### src/rtl/async_mem_pkg.sv
package async_mem_pkg;
    localparam int WAIT_W = 4;
    localparam int LAT_W  = 8;
    localparam int CNT_W  = (LAT_W > WAIT_W) ? LAT_W : WAIT_W;

    typedef enum logic [2:0] {
        ST_IDLE,
        ST_RECOV,
        ST_LAT,
        ST_READ,
        ST_WRITE,
        ST_HOLD
    } state_t;

    typedef struct packed {
        logic [WAIT_W-1:0] rd_wait;
        logic [WAIT_W-1:0] wr_wait;
        logic [WAIT_W-1:0] wr_hold;
        logic [WAIT_W-1:0] recov;
        logic [LAT_W-1:0]  rd_lat;
        logic [LAT_W-1:0]  wr_lat;
    } timing_t;
endpackage

### src/rtl/async_mem_cfgmux.sv
module async_mem_cfgmux
    import async_mem_pkg::*;
#(
    parameter int NUM_CS = 6,
    parameter int CS_W   = 3
) (
    input  logic [CS_W-1:0]          sel,
    input  logic [NUM_CS*WAIT_W-1:0] rd_wait_v,
    input  logic [NUM_CS*WAIT_W-1:0] wr_wait_v,
    input  logic [NUM_CS*WAIT_W-1:0] wr_hold_v,
    input  logic [NUM_CS*WAIT_W-1:0] recov_v,
    input  logic [NUM_CS*LAT_W-1:0]  rd_lat_v,
    input  logic [NUM_CS*LAT_W-1:0]  wr_lat_v,
    output timing_t                  tsel
);
    localparam int SLOTS = 1 << CS_W;

    timing_t table_q [SLOTS];

    generate
        for (genvar i = 0; i < SLOTS; i++) begin : g_slot
            if (i < NUM_CS) begin : g_used
                assign table_q[i] = '{
                    rd_wait: rd_wait_v[i*WAIT_W +: WAIT_W],
                    wr_wait: wr_wait_v[i*WAIT_W +: WAIT_W],
                    wr_hold: wr_hold_v[i*WAIT_W +: WAIT_W],
                    recov:   recov_v[i*WAIT_W +: WAIT_W],
                    rd_lat:  rd_lat_v[i*LAT_W +: LAT_W],
                    wr_lat:  wr_lat_v[i*LAT_W +: LAT_W]
                };
            end else begin : g_pad
                assign table_q[i] = '0;
            end
        end
    endgenerate

    assign tsel = table_q[sel];
endmodule

### src/rtl/async_mem_hist.sv
module async_mem_hist
    import async_mem_pkg::*;
#(
    parameter int CS_W   = 3,
    parameter int PAGE_W = 5
) (
    input  logic              clk,
    input  logic              rst_n,
    input  logic              upd,
    input  logic [CS_W-1:0]   cs,
    input  logic [PAGE_W-1:0] page,
    input  logic              is_write,
    input  logic [WAIT_W-1:0] recov_in,
    output logic              need_recov,
    output logic              new_page,
    output logic [WAIT_W-1:0] last_recov
);
    logic              valid_q;
    logic              last_rd_q;
    logic [CS_W-1:0]   last_cs_q;
    logic [PAGE_W-1:0] last_pg_q;

    always_ff @(posedge clk or negedge rst_n) begin
        if (!rst_n) begin
            valid_q    <= 1'b0;
            last_rd_q  <= 1'b0;
            last_cs_q  <= '0;
            last_pg_q  <= '0;
            last_recov <= '0;
        end else if (upd) begin
            valid_q    <= 1'b1;
            last_rd_q  <= ~is_write;
            last_cs_q  <= cs;
            last_pg_q  <= page;
            last_recov <= recov_in;
        end
    end

    always_comb begin
        need_recov = valid_q && last_rd_q && ((cs != last_cs_q) || is_write);
        new_page   = !valid_q || (cs != last_cs_q) || (page != last_pg_q);
    end
endmodule

### src/rtl/async_mem_ctrl.sv
module async_mem_ctrl
    import async_mem_pkg::*;
#(
    parameter int NUM_CS = 6,
    parameter int ADDR_W = 9,
    parameter int DATA_W = 16,
    parameter int OFF_W  = 4,
    localparam int CS_W  = $clog2(NUM_CS)
) (
    input  logic                      clk,
    input  logic                      rst_n,
    input  logic                      req_valid,
    output logic                      req_ready,
    input  logic [CS_W-1:0]           req_cs,
    input  logic [ADDR_W-1:0]         req_addr,
    input  logic                      req_write,
    input  logic [DATA_W-1:0]         req_wdata,
    output logic                      rsp_done,
    output logic [DATA_W-1:0]         rsp_rdata,
    input  logic [NUM_CS*WAIT_W-1:0]  cfg_rd_wait,
    input  logic [NUM_CS*WAIT_W-1:0]  cfg_wr_wait,
    input  logic [NUM_CS*WAIT_W-1:0]  cfg_wr_hold,
    input  logic [NUM_CS*WAIT_W-1:0]  cfg_recov,
    input  logic [NUM_CS*LAT_W-1:0]   cfg_rd_lat,
    input  logic [NUM_CS*LAT_W-1:0]   cfg_wr_lat,
    output logic [NUM_CS-1:0]         ext_cs_n,
    output logic [ADDR_W-1:0]         ext_addr,
    output logic                      ext_oe_n,
    output logic                      ext_we_n,
    output logic [DATA_W-1:0]         ext_dq_out,
    output logic                      ext_dq_oe,
    input  logic [DATA_W-1:0]         ext_dq_in
);
    localparam int PAGE_W = ADDR_W - OFF_W;

    state_t            state, state_n;
    logic [CNT_W-1:0]  cnt, cnt_n;

    logic [CS_W-1:0]   cur_cs;
    logic [ADDR_W-1:0] cur_addr;
    logic              cur_write;
    logic [DATA_W-1:0] cur_wdata;
    logic              cur_newpg;

    logic              idle;
    logic              accept;
    logic [CS_W-1:0]   sel_cs;
    logic [ADDR_W-1:0] sel_addr;
    logic              sel_wr;
    logic [DATA_W-1:0] sel_wdata;
    logic [NUM_CS-1:0] sel_onehot;

    timing_t           tim;
    logic              need_recov;
    logic              new_page;
    logic [WAIT_W-1:0] last_recov;
    logic [WAIT_W-1:0] rec_eff;
    logic [LAT_W-1:0]  lat_v;
    logic [WAIT_W-1:0] wait_v;
    logic              bus_sel;

    assign idle      = (state == ST_IDLE);
    assign accept    = idle && req_valid;
    assign req_ready = idle;
    assign sel_cs    = idle ? req_cs    : cur_cs;
    assign sel_addr  = idle ? req_addr  : cur_addr;
    assign sel_wr    = idle ? req_write : cur_write;
    assign sel_wdata = idle ? req_wdata : cur_wdata;

    async_mem_cfgmux #(.NUM_CS(NUM_CS), .CS_W(CS_W)) i_cfgmux (
        .sel       (sel_cs),
        .rd_wait_v (cfg_rd_wait),
        .wr_wait_v (cfg_wr_wait),
        .wr_hold_v (cfg_wr_hold),
        .recov_v   (cfg_recov),
        .rd_lat_v  (cfg_rd_lat),
        .wr_lat_v  (cfg_wr_lat),
        .tsel      (tim)
    );

    async_mem_hist #(.CS_W(CS_W), .PAGE_W(PAGE_W)) i_hist (
        .clk        (clk),
        .rst_n      (rst_n),
        .upd        (accept),
        .cs         (req_cs),
        .page       (req_addr[ADDR_W-1:OFF_W]),
        .is_write   (req_write),
        .recov_in   (tim.recov),
        .need_recov (need_recov),
        .new_page   (new_page),
        .last_recov (last_recov)
    );

    always_comb begin
        for (int i = 0; i < NUM_CS; i++) begin
            sel_onehot[i] = (sel_cs == CS_W'(i));
        end
    end

    // Request latch: fields of the accepted access.
    always_ff @(posedge clk or negedge rst_n) begin
        if (!rst_n) begin
            cur_cs    <= '0;
            cur_addr  <= '0;
            cur_write <= 1'b0;
            cur_wdata <= '0;
            cur_newpg <= 1'b0;
        end else if (accept) begin
            cur_cs    <= req_cs;
            cur_addr  <= req_addr;
            cur_write <= req_write;
            cur_wdata <= req_wdata;
            cur_newpg <= new_page;
        end
    end

    // Next-state logic.
    always_comb begin
        state_n = state;
        cnt_n   = cnt;
        rec_eff = (last_recov == '0) ? WAIT_W'(1) : last_recov;
        lat_v   = sel_wr ? tim.wr_lat  : tim.rd_lat;
        wait_v  = sel_wr ? tim.wr_wait : tim.rd_wait;
        unique case (state)
            ST_IDLE: begin
                if (req_valid) begin
                    if (need_recov) begin
                        state_n = ST_RECOV;
                        cnt_n   = CNT_W'(rec_eff) - CNT_W'(1);
                    end else if (new_page && (lat_v != '0)) begin
                        state_n = ST_LAT;
                        cnt_n   = CNT_W'(lat_v) - CNT_W'(1);
                    end else begin
                        state_n = sel_wr ? ST_WRITE : ST_READ;
                        cnt_n   = CNT_W'(wait_v);
                    end
                end
            end
            ST_RECOV: begin
                if (cnt == '0) begin
                    if (cur_newpg && (lat_v != '0)) begin
                        state_n = ST_LAT;
                        cnt_n   = CNT_W'(lat_v) - CNT_W'(1);
                    end else begin
                        state_n = sel_wr ? ST_WRITE : ST_READ;
                        cnt_n   = CNT_W'(wait_v);
                    end
                end else begin
                    cnt_n = cnt - CNT_W'(1);
                end
            end
            ST_LAT: begin
                if (cnt == '0) begin
                    state_n = sel_wr ? ST_WRITE : ST_READ;
                    cnt_n   = CNT_W'(wait_v);
                end else begin
                    cnt_n = cnt - CNT_W'(1);
                end
            end
            ST_READ: begin
                if (cnt == '0) state_n = ST_IDLE;
                else           cnt_n   = cnt - CNT_W'(1);
            end
            ST_WRITE: begin
                if (cnt == '0) begin
                    state_n = ST_HOLD;
                    cnt_n   = CNT_W'(tim.wr_hold);
                end else begin
                    cnt_n = cnt - CNT_W'(1);
                end
            end
            ST_HOLD: begin
                if (cnt == '0) state_n = ST_IDLE;
                else           cnt_n   = cnt - CNT_W'(1);
            end
            default: state_n = ST_IDLE;
        endcase
    end

    // State register.
    always_ff @(posedge clk or negedge rst_n) begin
        if (!rst_n) begin
            state <= ST_IDLE;
            cnt   <= '0;
        end else begin
            state <= state_n;
            cnt   <= cnt_n;
        end
    end

    assign bus_sel = (state_n == ST_LAT) || (state_n == ST_READ) ||
                     (state_n == ST_WRITE) || (state_n == ST_HOLD);

    // Output register: bus pins decoded from the next state.
    always_ff @(posedge clk or negedge rst_n) begin
        if (!rst_n) begin
            ext_cs_n   <= '1;
            ext_addr   <= '0;
            ext_oe_n   <= 1'b1;
            ext_we_n   <= 1'b1;
            ext_dq_out <= '0;
            ext_dq_oe  <= 1'b0;
        end else begin
            ext_cs_n   <= bus_sel ? ~sel_onehot : '1;
            ext_addr   <= sel_addr;
            ext_oe_n   <= (state_n != ST_READ);
            ext_we_n   <= (state_n != ST_WRITE);
            ext_dq_out <= sel_wdata;
            ext_dq_oe  <= (state_n == ST_WRITE) || (state_n == ST_HOLD);
        end
    end

    // Completion and read capture.
    always_ff @(posedge clk or negedge rst_n) begin
        if (!rst_n) begin
            rsp_done  <= 1'b0;
            rsp_rdata <= '0;
        end else begin
            rsp_done <= (cnt == '0) && ((state == ST_READ) || (state == ST_HOLD));
            if ((state == ST_READ) && (cnt == '0)) rsp_rdata <= ext_dq_in;
        end
    end
endmodule

### config.mk
export PLATFORM = sky130hd
export DESIGN_NAME = async_mem_ctrl
export DESIGN_NICKNAME = d
export VERILOG_FILES = /design/src/rtl/async_mem_pkg.sv /design/src/rtl/async_mem_cfgmux.sv /design/src/rtl/async_mem_hist.sv /design/src/rtl/async_mem_ctrl.sv
export SDC_FILE = /design/constraint.sdc
export NUM_CORES = 1
export LEC_CHECK = 0
export ABC_AREA = 1
export BUFFER_PORTS_ARGS = -buffer_cell sky130_fd_sc_hd__buf_4
export CAP_MARGIN = 20
export CORE_MARGIN = 2
export CORE_UTILIZATION = 35
export CTS_BUF_LIST = sky130_fd_sc_hd__clkbuf_16
export DETAILED_ROUTE_END_ITERATION = 10
export SYNTH_ARGS = -nofsm -noshare
export SYNTH_HDL_FRONTEND = slang
export SYNTH_SLANG_ARGS = --single-unit
export TNS_END_PERCENT = 50
### constraint.sdc
create_clock -name clk -period 6.87 [get_ports clk]
set_clock_uncertainty 0.1 [all_clocks]
set_input_delay 1.0305 -clock clk [delete_from_list [all_inputs] [get_ports clk]]
set_output_delay 1.0305 -clock clk [all_outputs]
set_load 0.01 [all_outputs]
After elaboration in Yosys (flattened, before gate mapping)
Cells that the tools add are included.
{"block": "op_classes", "n_eq_ne": 20, "magnitude_cmp": 1, "n_addsub": 3, "n_mux": 30, "reduce_logical": 24, "bitwise": 3}
{"cell": "$bmux W32 S3", "n": 1}
{"cell": "$mux W8", "n": 9}
{"cell": "$mux W32", "n": 2}
{"cell": "$pmux W8 S5", "n": 1}
{"cell": "$mux W3", "n": 10}
{"cell": "$eq A3 B2 Y1 const B", "n": 6}
{"cell": "$eq A3 B3 Y1 const B", "n": 6}
{"cell": "$mux W16", "n": 1}
{"cell": "$sub A8 B1 Y8 const B", "n": 2}
{"cell": "$pmux W3 S5", "n": 1}
{"cell": "$mux W9", "n": 1}
{"cell": "$logic_not A8 Y1", "n": 1}
{"cell": "$logic_or A1 B1 Y1", "n": 8}
{"cell": "$mux W4", "n": 2}
{"cell": "$reduce_bool A8 Y1", "n": 1}
{"cell": "$logic_and A1 B1 Y1", "n": 7}
{"cell": "$eq A3 B1 Y1 const B", "n": 2}
{"cell": "$logic_not A3 Y1", "n": 2}
{"cell": "$mux W6", "n": 1}
{"cell": "$not A6 Y6", "n": 1}
{"cell": "$ne A5 B5 Y1", "n": 1}
{"cell": "$reduce_bool A5 Y1", "n": 1}
{"cell": "$sub A4 B1 Y5 const B", "n": 1}
{"cell": "$ge A4 B4 Y1 const B", "n": 1}
{"cell": "11 further kinds", "n": 12}
{"block": "word_totals", "register_bits": 103, "input_bits": 240, "word_cells": 100, "out_inout_bits": 52}

Logic depth before layout (Yosys ltp)
{"block": "depth", "depth_word": 18, "ltp_mapped": 27, "depth_no_buf": 25}

Cells and area by module
From an unflattened synthesis, not the netlist that was laid out.
{"block": "unflattened", "cells_unflattened": 1194, "hier_area_um2": 7792.5}
{"mod": "async_mem_ctrl", "instances": 1, "seq_area_each_um2": 2312.2, "cells_each": 581, "area_per_inst_um2": 4805.9}
{"mod": "async_mem_cfgmux", "instances": 1, "seq_area_each_um2": 0.0, "cells_each": 518, "area_per_inst_um2": 2298.5}
{"mod": "async_mem_hist", "instances": 1, "seq_area_each_um2": 350.3, "cells_each": 95, "area_per_inst_um2": 688.2}

Worst setup path after synthesis
OpenSTA, ideal clock, no wires.
{"block": "synth_path", "path_type": "input-to-reg", "from": "in req_cs[0]", "to": "reg ext_cs_n[0]", "required_ps": 6679, "n_path_buf": 2, "setup_slack_ps": 3116, "setup_time_ps": 91, "arrival_ps": 3563, "stages": 23, "path_cell_list": "nand3_1 > nand2_2 > buf_6 > nor2_1 > buf_6 > nand2_1 > nand3_1 > nor2_1 > nor2_1 > nor2_2 > ha_1 > nand3_1 > nor2_2 > nand3_4 > nand3_2 > inv_2 > o21a_1 > nor2_2 > nand2_2 > inv_1 > ha_1 > nor2_1 > nand2_1"}
{"block": "synth_between", "elab_chain_cells": 17, "elab_cells_between_ends": 30, "classes_between": "eq/ne (5); mux (12); bitwise (2); reduce/logical (11)"}
{"item": "from (decl)", "line": "async_mem_ctrl.sv:14", "text": "input logic [CS_W-1:0] req_cs,"}
{"item": "$mux W3", "line": "async_mem_ctrl.sv:65", "text": "assign sel_cs = idle ? req_cs : cur_cs;"}
{"item": "$not A3 Y4 (not written as such)", "line": "async_mem_cfgmux.sv:37", "text": "assign tsel = table_q[sel];"}
{"item": "$bmux W32 S3", "line": "async_mem_cfgmux.sv:37"}
{"item": "$mux W32 (not written as such) (2 in series)", "line": "async_mem_cfgmux.sv:37"}
{"item": "$mux W8", "line": "async_mem_ctrl.sv:122", "text": "lat_v = sel_wr ? tim.wr_lat : tim.rd_lat;"}
{"item": "$reduce_bool A8 Y1", "line": "async_mem_ctrl.sv:130, async_mem_ctrl.sv:141"}
{"item": "$logic_and A1 B1 Y1", "line": "async_mem_ctrl.sv:130", "text": "end else if (new_page && (lat_v != '0)) begin"}
{"item": "$mux W3", "line": "async_mem_ctrl.sv:130"}
{"item": "$mux W3", "line": "async_mem_ctrl.sv:127", "text": "if (need_recov) begin"}
{"item": "$mux W3", "line": "async_mem_ctrl.sv:126", "text": "if (req_valid) begin"}
{"item": "$pmux W3 S5 *", "line": "async_mem_ctrl.sv:124", "text": "unique case (state)"}
{"item": "net state_n[1]", "line": "async_mem_ctrl.sv:36", "text": "state_t state, state_n;"}
{"item": "$eq A3 B2 Y1", "line": "async_mem_ctrl.sv:191", "text": "assign bus_sel = (state_n == ST_LAT) || (state_n == ST_READ) ||"}
{"item": "$logic_or A1 B1 Y1 (2 in series)", "line": "async_mem_ctrl.sv:191"}
{"item": "$logic_or A1 B1 Y1 *", "line": "async_mem_ctrl.sv:192", "text": "(state_n == ST_WRITE) || (state_n == ST_HOLD);"}
{"item": "$mux W6 *", "line": "async_mem_ctrl.sv:204", "text": "ext_cs_n <= bus_sel ? ~sel_onehot : '1;"}
{"item": "to (signal assigned)", "line": "async_mem_ctrl.sv:204"}
{"item": "to (decl)", "line": "async_mem_ctrl.sv:26", "text": "output logic [NUM_CS-1:0] ext_cs_n,"}
The timed path passes the listed nets; every way through them passes the cells marked *. The select of a mux whose other input is x is not followed.
A chain may end at the register's enable or synchronous reset.

Final worst setup path
{"block": "layout_path", "from": "reg state[1]", "to": "reg ext_cs_n[1]"}
{"block": "layout_between", "elab_chain_cells": 18, "elab_cells_between_ends": 37, "classes_between": "eq/ne (10); mux (17); bitwise (2); reduce/logical (8)"}
{"item": "from (decl)", "line": "async_mem_ctrl.sv:36"}
{"item": "from (signal assigned)", "line": "async_mem_ctrl.sv:186", "text": "state <= state_n;"}
{"item": "$logic_not A3 Y1", "line": "async_mem_ctrl.sv:62, async_mem_ctrl.sv:124"}
{"item": "$mux W3", "line": "async_mem_ctrl.sv:65"}
{"item": "$not A3 Y4 (not written as such)", "line": "async_mem_cfgmux.sv:37"}
{"item": "$bmux W32 S3", "line": "async_mem_cfgmux.sv:37"}
{"item": "$mux W32 (not written as such) (2 in series)", "line": "async_mem_cfgmux.sv:37"}
{"item": "$mux W8", "line": "async_mem_ctrl.sv:122"}
{"item": "$reduce_bool A8 Y1", "line": "async_mem_ctrl.sv:130, async_mem_ctrl.sv:141"}
{"item": "$logic_and A1 B1 Y1", "line": "async_mem_ctrl.sv:130"}
{"item": "$mux W3", "line": "async_mem_ctrl.sv:130"}
{"item": "$mux W3", "line": "async_mem_ctrl.sv:127"}
{"item": "$mux W3", "line": "async_mem_ctrl.sv:126"}
{"item": "$pmux W3 S5 *", "line": "async_mem_ctrl.sv:124"}
{"item": "net state_n[1]", "line": "async_mem_ctrl.sv:36"}
{"item": "$eq A3 B2 Y1", "line": "async_mem_ctrl.sv:191"}
{"item": "$logic_or A1 B1 Y1 (2 in series)", "line": "async_mem_ctrl.sv:191"}
{"item": "$logic_or A1 B1 Y1 *", "line": "async_mem_ctrl.sv:192"}
{"item": "$mux W6 *", "line": "async_mem_ctrl.sv:204"}
Marked as above.

==> reports/metrics.csv <==
metric;value;unit
postPlaceCellArea;0.009022;mm^2
dp_hpwl;18890;um
ctsLongestPathBuffers;2;
min_delay_worst_endpoint;ext_dq_out[15]$_DFF_PN0_;
worst_setup_path_end_kind;register;
sequential_cell_area_fraction_in_the_yosys_report;0.3676;
ir_worst_vdd;0.1397;mV
initial_utilization;0.3569;
highest_layer;met4;
die_area;0.02026;mm^2
netlist_area_before_placement;0.006698;mm^2
firstDrtPassIters;5;
fin_tns_setup;0;ns
final_nets;1486;
ios;292;
power_density;136.0;mW/mm^2
synth_cell_type_count;46;
leak_pwr;4.991;nW
path_class;register to register;
met3RoutedLength;2045;um
wl_met2;11550;um
placeableCoreArea;0.01877;mm^2
timing_worst_slew_pin_value;0.9610;ns
outcome;finished clean;
critical_path.reg2reg.endpoint;ext_cs_n[1]$_DFF_PN1_;
critical_path_required;7.01;ns
rows;50;
routed_wire_length_per_instance;16.61;um
gr-usage-all-layers;0.2427;
synth_enable_flop_cells;0;
crit_chain;nor2_4, nand2_4, nand2_2, nand2_2, nand2_1, inv_1, nand2_1, nand3_1, nor2_1, nor2_1, nor2_2, ha_1, nand3_1, nor2_2, nand3_4, nand3_2, inv_2, o21a_1, nor2_2, nand2_2, inv_1, ha_1, nor2_1, nand2_1;
hold_path.startpoint;cur_wdata[15]$_DFFE_PN0P_;
cts_tree;done;
max_cap_violations;0;
postSynthNetCount;1222;
clock_tree.root_cell;sky130_fd_sc_hd__clkbuf_16;
route.detailed.drc;0;
post_cts_resized;0;
timing.critical_path.arrival;5.10;ns
post-route-period-util;0.7220;
die_width;142.3;um
postCtsHoldBufs;0;
worst_path_largest_cell_delay;0.48;ns
cts_setup_buffers;0;
ctsHtreeMaxLevel;3;
m1WireLength;10330;um
clk_pin_slew;0.07;ns
synth_flop_cell;sky130_fd_sc_hd__dfrtp_1;
slew_violations;0;
drive_gt1_frac;0.3004;
flow.area_growth_from_synthesis;38.86;%
cts_inserted_buffers;9;
report.final.hold_viol_count;0;
route.detailed.vias_per_inst;4.965;
finalWeightedCongestion;0.9106;
critical_path.slowest_cell;sky130_fd_sc_hd__nand2_2;
portBuffers;291;
netlist_instances;976;
startpoint_type;register;
async_flop_share;1.000;
setup_viol;0;
dr_total_vias;7348;
worstRegToRegCells;24;
worst_hold_path_type;register to register;
rsz0062_at_grt;no;
maxSlewHeadroom;0.3540;
final_instance_area;0.009300;mm^2
cts.sink_count;98;
die_height;142.3;um
synthesis.area_per_instance;6.862;um^2
grt_start_max_net_pins;77;
globalRouteOverflowTotal;0;
clock_latency;0.34;ns
antenna_found_initial;1;
worst-r2r-setup-slack;1.91;ns
synth-seq-cells;98;
crit_path_max_fanout;61;
detail-route-antenna-nets;0;
regToRegStartpoint;state[1]$_DFF_PN0_;
dr.first_iter.drc_count;482;
detail_route.wirelength;24590;um
grt_pass1_wl;38700;um
fin_crit;4.960;ns
grt_pass1_vias;7230;
worstHoldPathCells;2;
fmaxAchievable;0.2016;GHz
ys.warnings.count;0;
==> metal layers <==
layer  GRT usage  vias up
met2      0.3918      236
met3     0.07133       41
met1      0.3140     3382
li1            -     3689
met5           0        -
met4     0.07764        0
==> state kept, by name, indices dropped and copies added, names as in the netlist <==
signal             flops
i_hist.last_rd_q       1
i_hist.valid_q         1
cur_addr               9
cur_write              1
i_hist.last_recov      4
state                  3
ext_oe_n               1
ext_cs_n               6
ext_dq_out            16
ext_addr               9
ext_we_n               1
ext_dq_oe              1
cnt                    8
cur_wdata             16
rsp_done               1
cur_newpg              1
i_hist.last_cs_q       3
rsp_rdata             16
==> worst max-delay path: cells and delay by family, from the launching register on <==
family / cells / cell delay [ns]
AND/OR/NAND/NOR: 18 / 3.27
buffers and inverters: 3 / 0.46
flip-flops: 1 / 0.43
adder cells (fa/ha/maj): 2 / 0.42
AO/OA/AOI/OAI: 1 / 0.18
==> cell usage in the layout (no fill, tap or decap), types with 2 or more instances in the layout <==
| master | instances |
|---|---|
| sky130_fd_sc_hd__a21oi_1 | 28 |
| sky130_fd_sc_hd__a221oi_1 | 3 |
| sky130_fd_sc_hd__a22oi_1 | 23 |
| sky130_fd_sc_hd__a31oi_1 | 5 |
| sky130_fd_sc_hd__buf_4 | 300 |
| sky130_fd_sc_hd__clkbuf_16 | 9 |
| sky130_fd_sc_hd__clkinv_1 | 2 |
| sky130_fd_sc_hd__clkinv_2 | 2 |
| sky130_fd_sc_hd__dfrtp_1 | 90 |
| sky130_fd_sc_hd__dfstp_2 | 8 |
| sky130_fd_sc_hd__ha_1 | 6 |
| sky130_fd_sc_hd__inv_1 | 78 |
| sky130_fd_sc_hd__inv_2 | 2 |
| sky130_fd_sc_hd__inv_6 | 2 |
| sky130_fd_sc_hd__mux2_2 | 16 |
| sky130_fd_sc_hd__nand2_1 | 382 |
| sky130_fd_sc_hd__nand2_2 | 8 |
| sky130_fd_sc_hd__nand2_4 | 3 |
| sky130_fd_sc_hd__nand3_1 | 68 |
| sky130_fd_sc_hd__nand3b_1 | 3 |
| sky130_fd_sc_hd__nand4_1 | 10 |
| sky130_fd_sc_hd__nor2_1 | 49 |
| sky130_fd_sc_hd__nor2_2 | 6 |
| sky130_fd_sc_hd__nor2_4 | 3 |
| sky130_fd_sc_hd__nor3_1 | 4 |
| sky130_fd_sc_hd__nor4_1 | 2 |
| sky130_fd_sc_hd__o211ai_1 | 3 |
| sky130_fd_sc_hd__o21a_1 | 4 |
| sky130_fd_sc_hd__o21ai_0 | 77 |
| sky130_fd_sc_hd__o21ai_1 | 4 |
| sky130_fd_sc_hd__o21ai_4 | 3 |
| sky130_fd_sc_hd__o21bai_1 | 2 |
| sky130_fd_sc_hd__o22ai_1 | 4 |
| sky130_fd_sc_hd__o31ai_1 | 3 |
| sky130_fd_sc_hd__or2_2 | 5 |
| sky130_fd_sc_hd__xnor2_1 | 7 |
| sky130_fd_sc_hd__xor2_1 | 10 |
==> power by group <==
part	leakage [nW]	switching (mW)	internal (mW)	total [mW]
combinational	3.60	0.0756	0.117	0.193
clock	0.136	0.240	0.249	0.489
sequential	1.26	0.00242	0.581	0.584
==> cell usage after synthesis, types with 4 or more instances <==
| cell type | instances | share of area |
|---|---|---|
| sky130_fd_sc_hd__a21oi_1 | 28 | 0.021 |
| sky130_fd_sc_hd__a22oi_1 | 23 | 0.026 |
| sky130_fd_sc_hd__a31oi_1 | 5 | 0.0047 |
| sky130_fd_sc_hd__buf_1 | 4 | 0.0022 |
| sky130_fd_sc_hd__buf_2 | 15 | 0.011 |
| sky130_fd_sc_hd__buf_4 | 4 | 0.0045 |
| sky130_fd_sc_hd__buf_6 | 6 | 0.010 |
| sky130_fd_sc_hd__clkbuf_1 | 18 | 0.010 |
| sky130_fd_sc_hd__dfrtp_1 | 90 | 0.34 |
| sky130_fd_sc_hd__dfstp_2 | 8 | 0.031 |
| sky130_fd_sc_hd__ha_1 | 6 | 0.011 |
| sky130_fd_sc_hd__inv_1 | 78 | 0.044 |
| sky130_fd_sc_hd__mux2_2 | 16 | 0.027 |
| sky130_fd_sc_hd__nand2_1 | 383 | 0.21 |
| sky130_fd_sc_hd__nand2_2 | 7 | 0.0065 |
| sky130_fd_sc_hd__nand3_1 | 68 | 0.051 |
| sky130_fd_sc_hd__nand4_1 | 10 | 0.0093 |
| sky130_fd_sc_hd__nor2_1 | 51 | 0.029 |
| sky130_fd_sc_hd__nor2_2 | 6 | 0.0056 |
| sky130_fd_sc_hd__nor3_1 | 4 | 0.0030 |
| sky130_fd_sc_hd__o21a_1 | 4 | 0.0045 |
| sky130_fd_sc_hd__o21ai_0 | 77 | 0.058 |
| sky130_fd_sc_hd__o21ai_1 | 5 | 0.0037 |
| sky130_fd_sc_hd__o22ai_1 | 4 | 0.0037 |
| sky130_fd_sc_hd__or2_2 | 5 | 0.0047 |
| sky130_fd_sc_hd__xnor2_1 | 7 | 0.0092 |
| sky130_fd_sc_hd__xor2_1 | 10 | 0.013 |
==> area by class of cell <==
class | instances | area [um^2]
Clock inverter | 7 | 50.05
Inverter | 81 | 304.0
Fill cell | 1940 | 9468
Tap cell | 234 | 292.8
Sequential cell | 98 | 2462
Timing Repair Buffer | 300 | 2252
Multi-Input combinational cell | 750 | 3711
Clock buffer | 9 | 225.2
Antenna cell | 1 | 2.502
==> cells by family after synthesis <==
kind of cell,Yosys count,share of synthesized area
flip-flops,98,0.3676
adder cells (fa/ha/maj),6,0.01121
XOR/XNOR,17,0.02223
AND/OR/NAND/NOR,547,0.3411
buffers and inverters,128,0.08350
multiplexers,16,0.02690
AO/OA/AOI/OAI,164,0.1474
==> worst max path at each step <==
| stage | from | end | slack, ns |
|---|---|---|---|
| after floorplan | req_cs[0] | ext_cs_n[0]$_DFF_PN1_ | 3.12 |
| after global placement | req_cs[0] | ext_cs_n[1]$_DFF_PN1_ | 1.95 |
| after detailed placement | req_cs[0] | ext_cs_n[1]$_DFF_PN1_ | 1.78 |
| after CTS | state[1]$_DFF_PN0_ | ext_cs_n[1]$_DFF_PN1_ | 1.89 |
| after global routing | state[1]$_DFF_PN0_ | ext_cs_n[1]$_DFF_PN1_ | 1.40 |
| final | state[1]$_DFF_PN0_ | ext_cs_n[1]$_DFF_PN1_ | 1.91 |
==> metrics by stage <==
step                      std cells  power [mW]  worst slack, ns    util  hold slack (ns)
after floorplan                 976      0.6465            3.116       -           0.3491
after global placement         1463      0.7889            1.955  0.4807           0.3636
after detailed placement       1463      0.7884            1.779  0.4807           0.3683
after CTS                      1479       1.280            1.886  0.4954           0.3820
after global routing           1480       1.321            1.400  0.4955           0.4145
final                          1480       1.265            1.910  0.4955           0.3771
Power figures use the tool's default switching activity.
